### src/rtl/thr_pkg.sv
package thr_pkg;
  // Source chosen for the next counter value, in priority order.
  typedef enum logic [1:0] {
    CNT_HOLD  = 2'd0,
    CNT_STEP  = 2'd1,
    CNT_WRITE = 2'd2,
    CNT_LOAD  = 2'd3
  } cnt_op_e;
endpackage

### src/rtl/thr_tick_gen.sv
module thr_tick_gen #(
  parameter int CLK_PER_TICK = 50
) (
  input  logic clk,
  input  logic rst_n,
  output logic tick_o
);
  generate
    if (CLK_PER_TICK <= 1) begin : g_every
      assign tick_o = 1'b1;
    end else begin : g_div
      localparam int PRE_W = $clog2(CLK_PER_TICK);
      localparam logic [PRE_W-1:0] LAST = PRE_W'(CLK_PER_TICK - 1);

      logic [PRE_W-1:0] pre_q;
      logic [PRE_W-1:0] pre_d;
      logic             at_last;

      assign at_last = (pre_q == LAST);

      always_comb begin
        if (at_last) pre_d = '0;
        else         pre_d = pre_q + PRE_W'(1);
      end

      always_ff @(posedge clk or negedge rst_n) begin
        if (!rst_n) pre_q <= '0;
        else        pre_q <= pre_d;
      end

      assign tick_o = at_last;
    end
  endgenerate
endmodule

### src/rtl/thr_mod_regs.sv
module thr_mod_regs
  import thr_pkg::*;
#(
  parameter int              FIELD_W   = 16,
  parameter logic [FIELD_W-1:0] IVL_RESET = 16'h0FA0,
  localparam int             REG_W     = 2 * FIELD_W,
  localparam int             NBYTE     = REG_W / 8
) (
  input  logic               clk,
  input  logic               rst_n,
  input  logic               wr_en,
  input  logic [NBYTE-1:0]   wr_be,
  input  logic [REG_W-1:0]   wr_data,
  input  logic               pending_clr,
  input  logic               tick,
  output logic [FIELD_W-1:0] cnt_o,
  output logic [FIELD_W-1:0] ivl_o
);
  localparam int HALF = NBYTE / 2;

  logic [FIELD_W-1:0] cnt_q, cnt_d;
  logic [FIELD_W-1:0] ivl_q, ivl_d;
  logic [REG_W-1:0]   cur_word;
  logic [REG_W-1:0]   merged;
  logic               cnt_wr, ivl_wr;
  logic               cnt_en, ivl_en;
  cnt_op_e            cnt_op;

  assign cur_word = {cnt_q, ivl_q};

  // Byte-lane merge of write data over the current contents.
  genvar b;
  generate
    for (b = 0; b < NBYTE; b++) begin : g_lane
      assign merged[b*8 +: 8] = wr_be[b] ? wr_data[b*8 +: 8] : cur_word[b*8 +: 8];
    end
  endgenerate

  assign cnt_wr = wr_en && (|wr_be[NBYTE-1:HALF]);
  assign ivl_wr = wr_en && (|wr_be[HALF-1:0]);

  // Counter source select: reload > software write > tick step.
  always_comb begin
    if (pending_clr)                          cnt_op = CNT_LOAD;
    else if (cnt_wr)                          cnt_op = CNT_WRITE;
    else if (tick && (cnt_q != '0))           cnt_op = CNT_STEP;
    else                                      cnt_op = CNT_HOLD;
  end

  always_comb begin
    case (cnt_op)
      CNT_LOAD:  cnt_d = ivl_q;
      CNT_WRITE: cnt_d = merged[REG_W-1:FIELD_W];
      CNT_STEP:  cnt_d = cnt_q - FIELD_W'(1);
      default:   cnt_d = cnt_q;
    endcase
  end

  assign cnt_en = (cnt_op != CNT_HOLD);
  assign ivl_en = ivl_wr;
  assign ivl_d  = merged[FIELD_W-1:0];

  always_ff @(posedge clk or negedge rst_n) begin
    if (!rst_n)      cnt_q <= '0;
    else if (cnt_en) cnt_q <= cnt_d;
  end

  always_ff @(posedge clk or negedge rst_n) begin
    if (!rst_n)      ivl_q <= IVL_RESET;
    else if (ivl_en) ivl_q <= ivl_d;
  end

  assign cnt_o = cnt_q;
  assign ivl_o = ivl_q;
endmodule

### src/rtl/thr_irq_gate.sv
module thr_irq_gate #(
  parameter int FIELD_W = 16
) (
  input  logic               clk,
  input  logic               rst_n,
  input  logic [FIELD_W-1:0] cnt,
  input  logic [FIELD_W-1:0] ivl,
  input  logic               ring_nonempty,
  input  logic               int_enable,
  input  logic               int_pending,
  input  logic               handler_busy,
  output logic               irq_o
);
  logic bypass;
  logic fire_throttled;
  logic fire_bypass;
  logic irq_d, irq_q;

  assign bypass         = (ivl == '0);
  assign fire_throttled = (cnt == '0) && ring_nonempty && int_enable
                          && int_pending && !handler_busy;
  assign fire_bypass    = !int_pending && !handler_busy && ring_nonempty;

  always_comb begin
    if (bypass) irq_d = fire_bypass;
    else        irq_d = fire_throttled;
  end

  always_ff @(posedge clk or negedge rst_n) begin
    if (!rst_n) irq_q <= 1'b0;
    else        irq_q <= irq_d;
  end

  assign irq_o = irq_q;
endmodule

### src/rtl/thr_moderator.sv
module thr_moderator #(
  parameter int                 CLK_PER_TICK = 50,
  parameter int                 FIELD_W      = 16,
  parameter logic [FIELD_W-1:0] IVL_RESET    = 16'h0FA0,
  localparam int                REG_W        = 2 * FIELD_W,
  localparam int                NBYTE        = REG_W / 8
) (
  input  logic             clk,
  input  logic             rst_n,
  input  logic             wr_en,
  input  logic [NBYTE-1:0] wr_be,
  input  logic [REG_W-1:0] wr_data,
  output logic [REG_W-1:0] rd_data,
  input  logic             ring_nonempty,
  input  logic             int_enable,
  input  logic             int_pending,
  input  logic             handler_busy,
  input  logic             pending_clr,
  output logic             irq_req
);
  logic               tick;
  logic [FIELD_W-1:0] cnt;
  logic [FIELD_W-1:0] ivl;

  thr_tick_gen #(.CLK_PER_TICK(CLK_PER_TICK)) u_tick (
    .clk    (clk),
    .rst_n  (rst_n),
    .tick_o (tick)
  );

  thr_mod_regs #(.FIELD_W(FIELD_W), .IVL_RESET(IVL_RESET)) u_regs (
    .clk         (clk),
    .rst_n       (rst_n),
    .wr_en       (wr_en),
    .wr_be       (wr_be),
    .wr_data     (wr_data),
    .pending_clr (pending_clr),
    .tick        (tick),
    .cnt_o       (cnt),
    .ivl_o       (ivl)
  );

  thr_irq_gate #(.FIELD_W(FIELD_W)) u_gate (
    .clk           (clk),
    .rst_n         (rst_n),
    .cnt           (cnt),
    .ivl           (ivl),
    .ring_nonempty (ring_nonempty),
    .int_enable    (int_enable),
    .int_pending   (int_pending),
    .handler_busy  (handler_busy),
    .irq_o         (irq_req)
  );

  assign rd_data = {cnt, ivl};
endmodule

### config.mk
export PLATFORM = sky130hd
export DESIGN_NAME = thr_moderator
export DESIGN_NICKNAME = d
export VERILOG_FILES = /design/src/rtl/thr_pkg.sv /design/src/rtl/thr_tick_gen.sv /design/src/rtl/thr_mod_regs.sv /design/src/rtl/thr_irq_gate.sv /design/src/rtl/thr_moderator.sv
export SDC_FILE = /design/constraint.sdc
export NUM_CORES = 1
export LEC_CHECK = 0
export ABC_CLOCK_PERIOD_IN_PS = 6140
export BUFFER_PORTS_ARGS = -buffer_cell sky130_fd_sc_hd__buf_2
export CAP_MARGIN = 30
export CORE_MARGIN = 3
export CORE_UTILIZATION = 36
export CTS_BUF_LIST = sky130_fd_sc_hd__clkbuf_4 sky130_fd_sc_hd__clkbuf_8
export DETAILED_ROUTE_END_ITERATION = 6
export SLEW_MARGIN = 20
export SYNTH_ARGS = -nofsm -noshare
export SYNTH_HDL_FRONTEND = slang
export SYNTH_SLANG_ARGS = --single-unit
### constraint.sdc
create_clock -name clk -period 6.14 [get_ports clk]
set_clock_uncertainty 0.2 [all_clocks]
set_input_delay 1.228 -clock clk [delete_from_list [all_inputs] [get_ports clk]]
set_output_delay 1.228 -clock clk [all_outputs]
set_load 0.005 [all_outputs]
Yosys cells after proc, flatten, opt, wreduce, memory -nomap -nowiden
Index checks and enable logic that the tools add are counted.

storage, ports and cells
  output and inout port bits = 33
  register bits = 39
  input bits = 44
  word-level logic and storage cells = 44

operators by class
  reductions and logical operators = 22
  equality and inequality tests = 6
  mux-type cells = 8
  add/subtract/negate cells = 2

operator list
  operator                 count
  $pmux W16 S3             1
  $logic_not A16 Y1        2
  $mux W8                  2
  $reduce_bool A16 Y1      1
  $sub A16 B1 Y16 const B  1
  $logic_and A1 B1 Y1      9
  $add A6 B1 Y6 const B    1
  $eq A6 B6 Y1 const B     1
  $mux W6                  1
  $reduce_and A3 Y1        2
  $eq A2 B2 Y1 const B     2
  $mux W2                  2
  $ne A2 B2 Y1 const B     2
  $reduce_and A2 Y1        2
  $reduce_or A2 Y1         2
  $reduce_bool A3 Y1       1
  $eq A2 B1 Y1 const B     1
  $logic_not A1 Y1         2
  $mux W1                  2
  $reduce_bool A2 Y1       1

Depth between registers and ports, before layout
Gate-level depths: netlist (run 1).

  depth after elaboration = 8
  mapped depth = 13
  gate-level depth less buffers = 11

Modules after synthesis
From an unflattened synthesis (run 1), not the netlist that was laid out.

unflattened totals
  cells, all modules = 229
  area total of the unflattened synthesis = 2398.6 um^2

by module, submodules not included
  module        instances  seq. area each (um^2)  area an instance (um^2)  cells each
  thr_mod_regs  1          808.3                  1965.6                   188
  thr_tick_gen  1          150.1                  285.3                    26
  thr_irq_gate  1          25.0                   147.6                    15

Least setup slack after synthesis (run 1)
Ideal clock, no wire load.

  path type = input-to-reg
  start = input port wr_be[3]
  end = register u_regs.cnt_q[11] (netlist: u_regs.cnt_o[11])
  library setup time = 95 ps
  path buffers = 2
  required time = 5845 ps
  data arrival time = 2858 ps
  path slack = 2986 ps
  cell stages on the path = 9
  cells stage by stage = o21ai_1 > a31oi_1 > ha_1 > clkbuf_1 > inv_2 > o21ai_1 > clkbuf_1 > o21ai_1 > o31ai_1

on the way
  word-level cells in the longest chain between the ends = 7
  elaborated cells between the ends (all ways) = 12
  classes of those cells = eq/ne (4); mux (3); reduce/logical (5)

ends and longest elaborated chain
  item                                                                 RTL line             RTL
  from (decl)                                                          thr_moderator.sv:11  input logic [NBYTE-1:0] wr_be,
  $reduce_or A2 Y1                                                     thr_mod_regs.sv:39   assign cnt_wr = wr_en && (|wr_be[NBYTE-1:HALF]);
  $logic_and A1 B1 Y1                                                  thr_mod_regs.sv:39
  $mux W2                                                              thr_mod_regs.sv:45   else if (cnt_wr) cnt_op = CNT_WRITE;
  $mux W2                                                              thr_mod_regs.sv:44   if (pending_clr) cnt_op = CNT_LOAD;
  $eq A2 B2 Y1 / $eq A2 B1 Y1 (equally long branches)                  thr_mod_regs.sv:51   case (cnt_op)
  $ne A2 B2 Y1 (no line) / $reduce_bool A3 Y1 (equally long branches)  --
  $reduce_and A3 Y1 (no line)                                          --
  to (signal assigned)                                                 thr_mod_regs.sv:65   else if (cnt_en) cnt_q <= cnt_d;
  to (decl)                                                            thr_mod_regs.sv:21   logic [FIELD_W-1:0] cnt_q, cnt_d;

Parallel ways exist; a longest one is shown, timed or not.
A chain may end at the register's enable or synchronous reset.

Worst setup path in the final report (run 1)
  start = register u_regs.cnt_q[10] (netlist: u_regs.cnt_o[10])
  end = register u_regs.cnt_q[15] (netlist: u_regs.cnt_o[15])

on the way
  word-level cells in the longest chain between the ends = 8
  elaborated cells between the ends (all ways) = 14
  classes of those cells = add/sub (1); eq/ne (4); mux (4); reduce/logical (5)

ends and longest elaborated chain
  item                                                                 RTL line            RTL
  $reduce_bool A16 Y1                                                  thr_mod_regs.sv:46  else if (tick && (cnt_q != '0)) cnt_op = CNT_STEP;
  $logic_and A1 B1 Y1                                                  thr_mod_regs.sv:46
  $mux W1                                                              thr_mod_regs.sv:46
  $mux W2                                                              thr_mod_regs.sv:45
  $mux W2                                                              thr_mod_regs.sv:44
  $eq A2 B2 Y1 / $eq A2 B1 Y1 (equally long branches)                  thr_mod_regs.sv:51
  $ne A2 B2 Y1 (no line) / $reduce_bool A3 Y1 (equally long branches)  --
  $reduce_and A3 Y1 (no line)                                          --

Parallel ways exist; a longest one is shown, timed or not.

==> results of run 1 <==
## layer usage
layer	wire (um)	share of wire, %	global-route usage, %	vias up
met2	3090	46	28.5	96
met4	138	2.1	6.66	0
met3	527	7.9	4.09	12
met5	0	0	0	-
met1	2900	44	25.6	1043
li1	-	-	-	1053
## cell type report
type | count | area, um2 | area share, %
multi-input combinational | 179 | 1240 | 42.8
clock buffer | 6 | 82.6 | 2.85
timing repair buffer | 81 | 430 | 14.9
tap | 75 | 93.8 | 3.24
clock inverter | 2 | 16.3 | 0.562
sequential | 39 | 983 | 34.0
inverter | 13 | 48.8 | 1.69
## cells by family after synthesis
| group | Yosys count |
|---|---|
| fa+ha+maj | 8 |
| compound gates | 63 |
| flops | 39 |
| xor+xnor | 5 |
| simple gates | 85 |
| buf+inv | 25 |
| mux | 18 |
## flip-flops by register name (all words and copies together) (netlist names)
| signal | cells |
|---|---|
| u_tick.g_div.pre_q | 6 |
| u_regs.ivl_o | 16 |
| u_regs.cnt_o | 16 |
| u_gate.irq_o | 1 |
## cells in the final DEF (no fill, tap or decap), types with 6 or more instances in the layout
master / count
buf_2: 76
dfrtp_1: 33
nor2_1: 28
nand2_1: 21
mux2_2: 16
o31ai_1: 13
inv_1: 11
o21ai_1: 11
a221oi_1: 10
nand3_1: 8
o21ai_0: 8
ha_1: 8
clkbuf_8: 6
dfstp_2: 6
## power by group through the flow
stage | Combinational (uW) | Clock [uW] | Sequential (uW)
after floorplan | 131 | 0 | 357
after global placement | 226 | 0 | 368
after detailed placement | 228 | 0 | 369
after CTS | 228 | 196 | 364
after global routing | 255 | 208 | 374
final | 230 | 190 | 365
## per-stage QoR
step / std cells / hold slack (ns) / total power [uW]
after detailed placement: 386 / 0.315 / 597
after global placement: 384 / 0.316 / 594
final: 395 / 0.321 / 784
after floorplan: 243 / 0.281 / 487
after CTS: 394 / 0.327 / 789
after global routing: 395 / 0.361 / 837
## worst paths after layout
kind | from | to | slack (ns) | cells after the start
max in group asynchronous | rst_n | u_regs.ivl_o[10]$_DFFE_PN1P_ | 4.65 | 2
min in group asynchronous | rst_n | u_regs.cnt_o[0]$_DFFE_PN0P_ | 0.58 | 1
worst min-delay path | u_tick.g_div.pre_q[0]$_DFF_PN0_ | u_tick.g_div.pre_q[0]$_DFF_PN0_ | 0.32 | 1
worst max-delay path | u_regs.cnt_o[10]$_DFFE_PN0P_ | u_regs.cnt_o[15]$_DFFE_PN0P_ | 2.38 | 9
worst max register to register | u_regs.cnt_o[10]$_DFFE_PN0P_ | u_regs.cnt_o[15]$_DFFE_PN0P_ | 2.38 | 9
worst min register to register | u_tick.g_div.pre_q[0]$_DFF_PN0_ | u_tick.g_div.pre_q[0]$_DFF_PN0_ | 0.32 | 1
==> summary.md, run 1 <==
| Metric | Value |
|---|---|
| Status | finished, final reports clean |
| Worst-path clk slew | 0.08 ns |
| Starting density of the core | 38.2% |
| Synth Area in Simple Gates | 19.2% |
| Crit-path slowest cell | ha_1 |
| Filler cells | roughly 600 |
| Final max-slew violation count | 0 |
| Sw frac | a little over a third |
| Num CTS Buffers | 5 |
| Final Hold Viols | 0 |
| Fin util | between 40% and 50% |
| Post-synthesis xor/xnor area fraction | around 1.9% |
| Clk network pwr share | between 20% and 30% |
| Area growth, synth to finish | 24.9% |
| Largest family of logic cells by synthesized area | compound AO/OA/AOI/OAI gates |
| Antenna violations before repair | 0 |
| Sw Pwr | roughly 280 uW |
| Worst-margin pin slew | between 0.7 and 0.8 ns |
| Full die area | 7430 um2 |
| Setup WS post-layout | about 2.4 ns |
| Worst-path maximum fanout | 18 |
| Slew headroom | between 50 and 60% |
| # Post-CTS Setup Buffers | 0 |
| Post-Synth Adder-Cell Area | under 10% |
| Crit path launch type | flop |
| RSZ-0062 raised after global routing | false |
| F_max | between 200 and 300 MHz |
| Clock sinks | 39 |
| Final Critical Period | 3.76 ns |
| # DRC | 0 |
| Kind of cell adding the most delay to the critical path | simple AND/OR/NAND/NOR gates |
| Final net count | between 300 and 400 |
| Mux cell area share after synthesis | 8.64% |
| Fin crit share | about three fifths |
| Post-synthesis compound-gate area fraction | between 10% and 20% |
| First-pass iteration count of the detailed router | 5 |
| Clock tree buffer depth | 2 |
| Syn avg cell area | 9.53 um2 |
| Max_cap viols | 0 |
| Net Count, Synth | about 300 |
| Die X | approximately 86 um |
| Synth top area cells | dfrtp_1 36%, mux2_2 7.8%, dfstp_2 6.8%, nor2_1 4.5%, ha_1 4.3% |
| Critical Path RT | 6.12 ns |
| Sequential power share | approximately 47% |
| Leakage power | roughly 0.0013 uW |
| Core area | around 6000 um2 |
| DP HPWL | roughly 5000 um |
| Dominant synthesized flop cell | dfrtp_1 |
| Post-cts sizing count | 0 |
| Power Internal | ~500 uW |
| Crit path buf inv count | 2 |
| Gate power share | 29.3% |
| Initial DRC Count | 173 |
| Synth Cell Area | around 2300 um2 |
| Cell breakdown of the critical path | or4_1 > nand4bb_1 > a31oi_1 > ha_1 > inv_2 > o21ai_1 > buf_4 > mux2i_1 > nand3_1 |
| Dpl cell area | roughly 2800 um2 |
| Vias in the first global route | 2,149 |
| Critical path class | flop to flop |
| First-pass GRT wire length | approximately 11,000 um |
| H-tree depth | 2 |
| Die height | ~86 um |
| Post-synth top cells | 33 x dfrtp_1, 28 x nor2_1, 21 x nand2_1 |
| Post-DRT Antenna Nets | 0 |
| Ys Warns | 0 |
| Layout cell share with drive strength beyond 1 | between 30% and 40% |
| IO Port Bufs | 76 |
| Count of state elements after synthesis | 39 |
| Ant. Diodes | 0 |
| GR Overflow Total | 0 |
| Yosys top cell area share | between 30% and 40% |
| Hold-fix buffers at CTS | 0 |
| Setup crit end kind | flop |
| Skew-Pair Late Insertion Delay | around 0.29 ns |
| Register area share after synthesis | around 42% |
| Tot GR Track Use | 18.5% |
| Routed len/inst | approximately 17 um |
| TNS Setup | 0 ns |
| TritonCTS clock tree | built |
| Critical path's largest stage delay | between 0.6 and 0.7 ns |
| PD cells | between 200 and 300 nW/um2 |
| Root Buffer | clkbuf_8 |
| Largest net degree at the start of global routing | 40 |
| Yosys top cell by area | dfrtp_1 |
| DP Worst Slack | approximately 2.4 ns |
| CP arrival | approximately 3.7 ns |
| Routed Wire Length | approximately 6700 um |
| # rows | 28 |
| Design area | 2890 um2 |
| Netlist cell types | between 40 and 50 |
| Ys async rst share | 100% |
| Vias | 2,204 |
| Num ports | between 70 and 80 |
| Number of synthesized flops with an enable pin | 0 |
| Final GP Congestion | 0.837 |
| Hold crit path type | flop to flop |
| VDD IR-drop max | 0.160 mV |
| Setup violators final | 0 |
| Most common cell in the netlist | dfrtp_1 |
| Vias per cell | 5.58 |
| Gate Count Post-Synth | 243 |
Note: power is estimated with default switching activity, not from simulation.
==> run 2, diff against run 1 <==
--- a/config.mk
+++ b/config.mk
@@ -5,7 +5,8 @@
 export SDC_FILE = /design/constraint.sdc
 export NUM_CORES = 1
 export LEC_CHECK = 0
-export ABC_CLOCK_PERIOD_IN_PS = 6140
+export ABC_AREA = 1
+export ABC_CLOCK_PERIOD_IN_PS = 3300
 export BUFFER_PORTS_ARGS = -buffer_cell sky130_fd_sc_hd__buf_2
 export CAP_MARGIN = 30
 export CORE_MARGIN = 3
==> constraint.sdc (replaced) <==
create_clock -name clk -period 3.3 [get_ports clk]
set_clock_uncertainty 0.2 [all_clocks]
set_input_delay 0.66 -clock clk [delete_from_list [all_inputs] [get_ports clk]]
set_output_delay 0.66 -clock clk [all_outputs]
set_load 0.005 [all_outputs]
==> run 2 against run 1 <==
Sequential share of layout area is 1.5 points lower. Global-route usage is 0.35 points lower. Critical path depth is 4 higher. Non-clock buffer count is 1 higher. Routed wire length is 2.9% higher. First-iteration DRC count is 22% higher. Die area is 6.5% higher. Worst setup slack worse by 1.6 ns. Synthesized area is 7.0% higher. Total power is 83% higher. Sequential power is 74% higher. Critical path type unchanged. Largest power group unchanged.
==> summary.md, run 2 <==
| Metric | Value |
|---|---|
| Yosys top cell area share | between 30 and 40% |
| Antenna violations before repair | 0 |
| Max_cap viols | 0 |
| Critical path class | flop to flop |
| Reg2reg start | u_regs.cnt_o[7]$_DFFE_PN0P_ |
| Setup violators final | 0 |
| Clock sinks | 39 |
| Die X | approximately 89 um |
| Worst-margin pin slew | 0.489 ns |
| # rows | 29 |
| Dpl cell area | between 2000 and 3000 um2 |
| Gate Count Post-Synth | approximately 350 |
| TritonCTS clock tree | built |
| Die height | a little under 90 um |
| Fin crit share | 77.4% |
| Cell breakdown of the critical path | nor2_2 > nand2_1 > nor2_2 > nand2_1 > nand3_1 > nand2_1 > inv_1 > ha_1 > inv_1 > o21ai_2 > a21oi_1 > o21ai_0 > o21ai_0 |
| First-pass iteration count of the detailed router | 4 |
| Area occupied by multi-input gates | 1210 um2 |
| Register area share after synthesis | just under 40% |
| CP arrival | around 2.5 ns |
| Worst-path maximum fanout | 11 |
| # DRC | 0 |
| Num CTS Buffers | 5 |
| Most used cell, CP | nand2_1 |
| Clock tree buffer depth | 2 |
| Final net count | between 400 and 500 |
| Post-cts sizing count | 0 |
| VDD IR-drop max | about 0.22 mV |
| Full die area | around 8000 um2 |
| Worst-path clk slew | approximately 0.070 ns |
| Filler cells | around 680 |
| H-tree depth | 2 |
| Tot GR Track Use | 18.1% |
| First-pass GRT wire length | ~11,000 um |
| Syn avg cell area | around 7 um2 |
| Synth Cell Area | approximately 2500 um2 |
| Root Buffer | clkbuf_8 |
| Hold-fix buffers at CTS | 0 |
| Net Count, Synth | around 400 |
| Worst hold path startpoint | u_tick.g_div.pre_q[0]$_DFF_PN0_ |
| Critical Path RT | around 3.3 ns |
| Routed Wire Length | between 6000 and 7000 um |
| Setup crit end kind | flop |
| Num ports | 77 |
| Status | finished, final reports clean |
| F_max | slightly below 400 MHz |
| Layout cell share with drive strength beyond 1 | between 20% and 30% |
| Dominant synthesized flop cell | dfrtp_1 |
| Initial DRC Count | between 200 and 250 |
| Largest net degree at the start of global routing | 40 |
| Number of synthesized flops with an enable pin | 0 |
| Slew headroom | around two thirds |
| Final Critical Period | between 2 and 3 ns |
| Post-DRT Antenna Nets | 0 |
| Vias | between 2k and 2.5k |
| Vias in the first global route | roughly 2.4k |
| Ys Warns | 0 |
| TNS Setup | 0 ns |
| DP HPWL | ~5400 um |
| Count of state elements after synthesis | 39 |
| IO Port Bufs | 76 |
| Vias per cell | roughly 4.9 |
| PD cells | between 400 and 500 nW/um2 |
| Routed len/inst | 13.5 um |
| Final max-slew violation count | 0 |
| Ant. Diodes | 0 |
| Area growth, synth to finish | 21.9% |
| Leakage power | 0.00160 uW |
| GR Overflow Total | 0 |
| Netlist cell types | 29 |
| Crit-path slowest cell | dfrtp_1 |
| Crit path launch type | flop |
| Critical path's largest stage delay | between 0.4 and 0.5 ns |
| Post-synth top cells | 85 x nand2_1, 49 x a21oi_1, 49 x inv_1 |
| Core area | around 6500 um2 |
| Most common cell in the netlist | nand2_1 |
| RSZ-0062 raised after global routing | false |
| Final GP Congestion | between 0.8 and 0.9 |
| # Post-CTS Setup Buffers | 0 |
| Skew-Pair Late Insertion Delay | around 0.29 ns |
| Commonest non-fill, non-tap cells in the layout | 85 x nand2_1, 76 x buf_2, 49 x inv_1, 49 x a21oi_1, 41 x nor2_1 |
| Synth top area cells | dfrtp_1 33%, nand2_1 13%, a21oi_1 9.9%, inv_1 7.4%, dfstp_2 6.4% |
| Ys async rst share | 100% |
| Final Hold Viols | 0 |
| Hold crit path type | flop to flop |
| Most common cell after layout, fill and taps aside | nand2_1 |
| Critical Path Source | u_regs.cnt_o[7]$_DFFE_PN0P_ |
| Design area | between 3000 and 4000 um2 |
| Starting density of the core | a little under two fifths |
| Storage element area | 983 um2 |
| Yosys top cell by area | dfrtp_1 |
## run 2: cell count changes in the layout (fill, tap and decap cells not counted), moves of 13 or more
cell	change
nand3_1	+15
a21oi_1	+45
nand2_1	+64
nor2_1	+13
o31ai_1	-13
inv_1	+38
mux2_2	-16
## run 2: cell families (layout without fill, tap and decap cells)
| kind of cell | Yosys count | count (layout) | synth area share, % |
|---|---|---|---|
| AO/OA/AOI/OAI | 72 | 72 | 15.2 |
| XOR/XNOR | 1 | 1 | 0.353 |
| AND/OR/NAND/NOR | 169 | 169 | 29.2 |
| buffers and inverters | 60 | 140 | 11.5 |
| flip-flops | 39 | 39 | 39.7 |
| adder cells (fa/ha/maj) | 8 | 8 | 4.04 |
## run 2: final timing paths
check	endpoint	cells after the start	slack (ns)
setup / recovery	u_regs.cnt_o[1]$_DFFE_PN0P_	13	0.74
setup reg to reg	u_regs.cnt_o[1]$_DFFE_PN0P_	13	0.74
min in group asynchronous	u_regs.cnt_o[3]$_DFFE_PN0P_	2	0.54
hold / removal	u_tick.g_div.pre_q[0]$_DFF_PN0_	1	0.30
hold reg to reg	u_tick.g_div.pre_q[0]$_DFF_PN0_	1	0.30
max in group asynchronous	u_regs.ivl_o[11]$_DFFE_PN1P_	3	1.88
## run 2: through the flow
step           power, uW  utilization (%)  std cells  hold WS (ns)  setup slack (ns)
2_1_floorplan        895                -        349         0.164              1.01
3_3_place_gp        1080             44.5        496         0.287             0.791
3_5_place_dp        1080             44.5        496         0.297             0.700
4_1_cts             1450             46.1        504         0.307             0.712
5_1_grt             1550             46.5        506         0.338             0.436
6_report            1430             46.5        506         0.298             0.745
## run 2: layout make-up
class / instances / share of cell area, %
Inverter: 50 / 6.21
Tap cell: 77 / 3.19
Timing Repair Buffer: 82 / 14.6
Multi-Input combinational cell: 250 / 40.0
Clock buffer: 8 / 3.44
Sequential cell: 39 / 32.5
## run 2: layer usage
| layer | wire length, um | global-route usage, % | up-vias |
|---|---|---|---|
| met1 | 3350 | 26.8 | 1111 |
| met4 | 137 | 6.22 | 0 |
| li1 | - | - | 1271 |
| met2 | 2910 | 26.9 | 94 |
| met3 | 445 | 2.95 | 13 |
| met5 | 0 | 0 | - |
## run 2: critical path, delay by kind of cell, from the launching register on
family | cells | cell delay, ns
AOI/OAI and AO/OA | 4 | 0.72
adders and majority gates | 1 | 0.18
buffers and inverters | 2 | 0.19
DFF | 1 | 0.47
and+or+nand+nor | 6 | 0.68
## run 2: report_power, final
group / internal (uW) / switching (uW) / total [uW]
registers: 555 / 80.5 / 635
logic: 172 / 268 / 440
clock network: 199 / 159 / 358
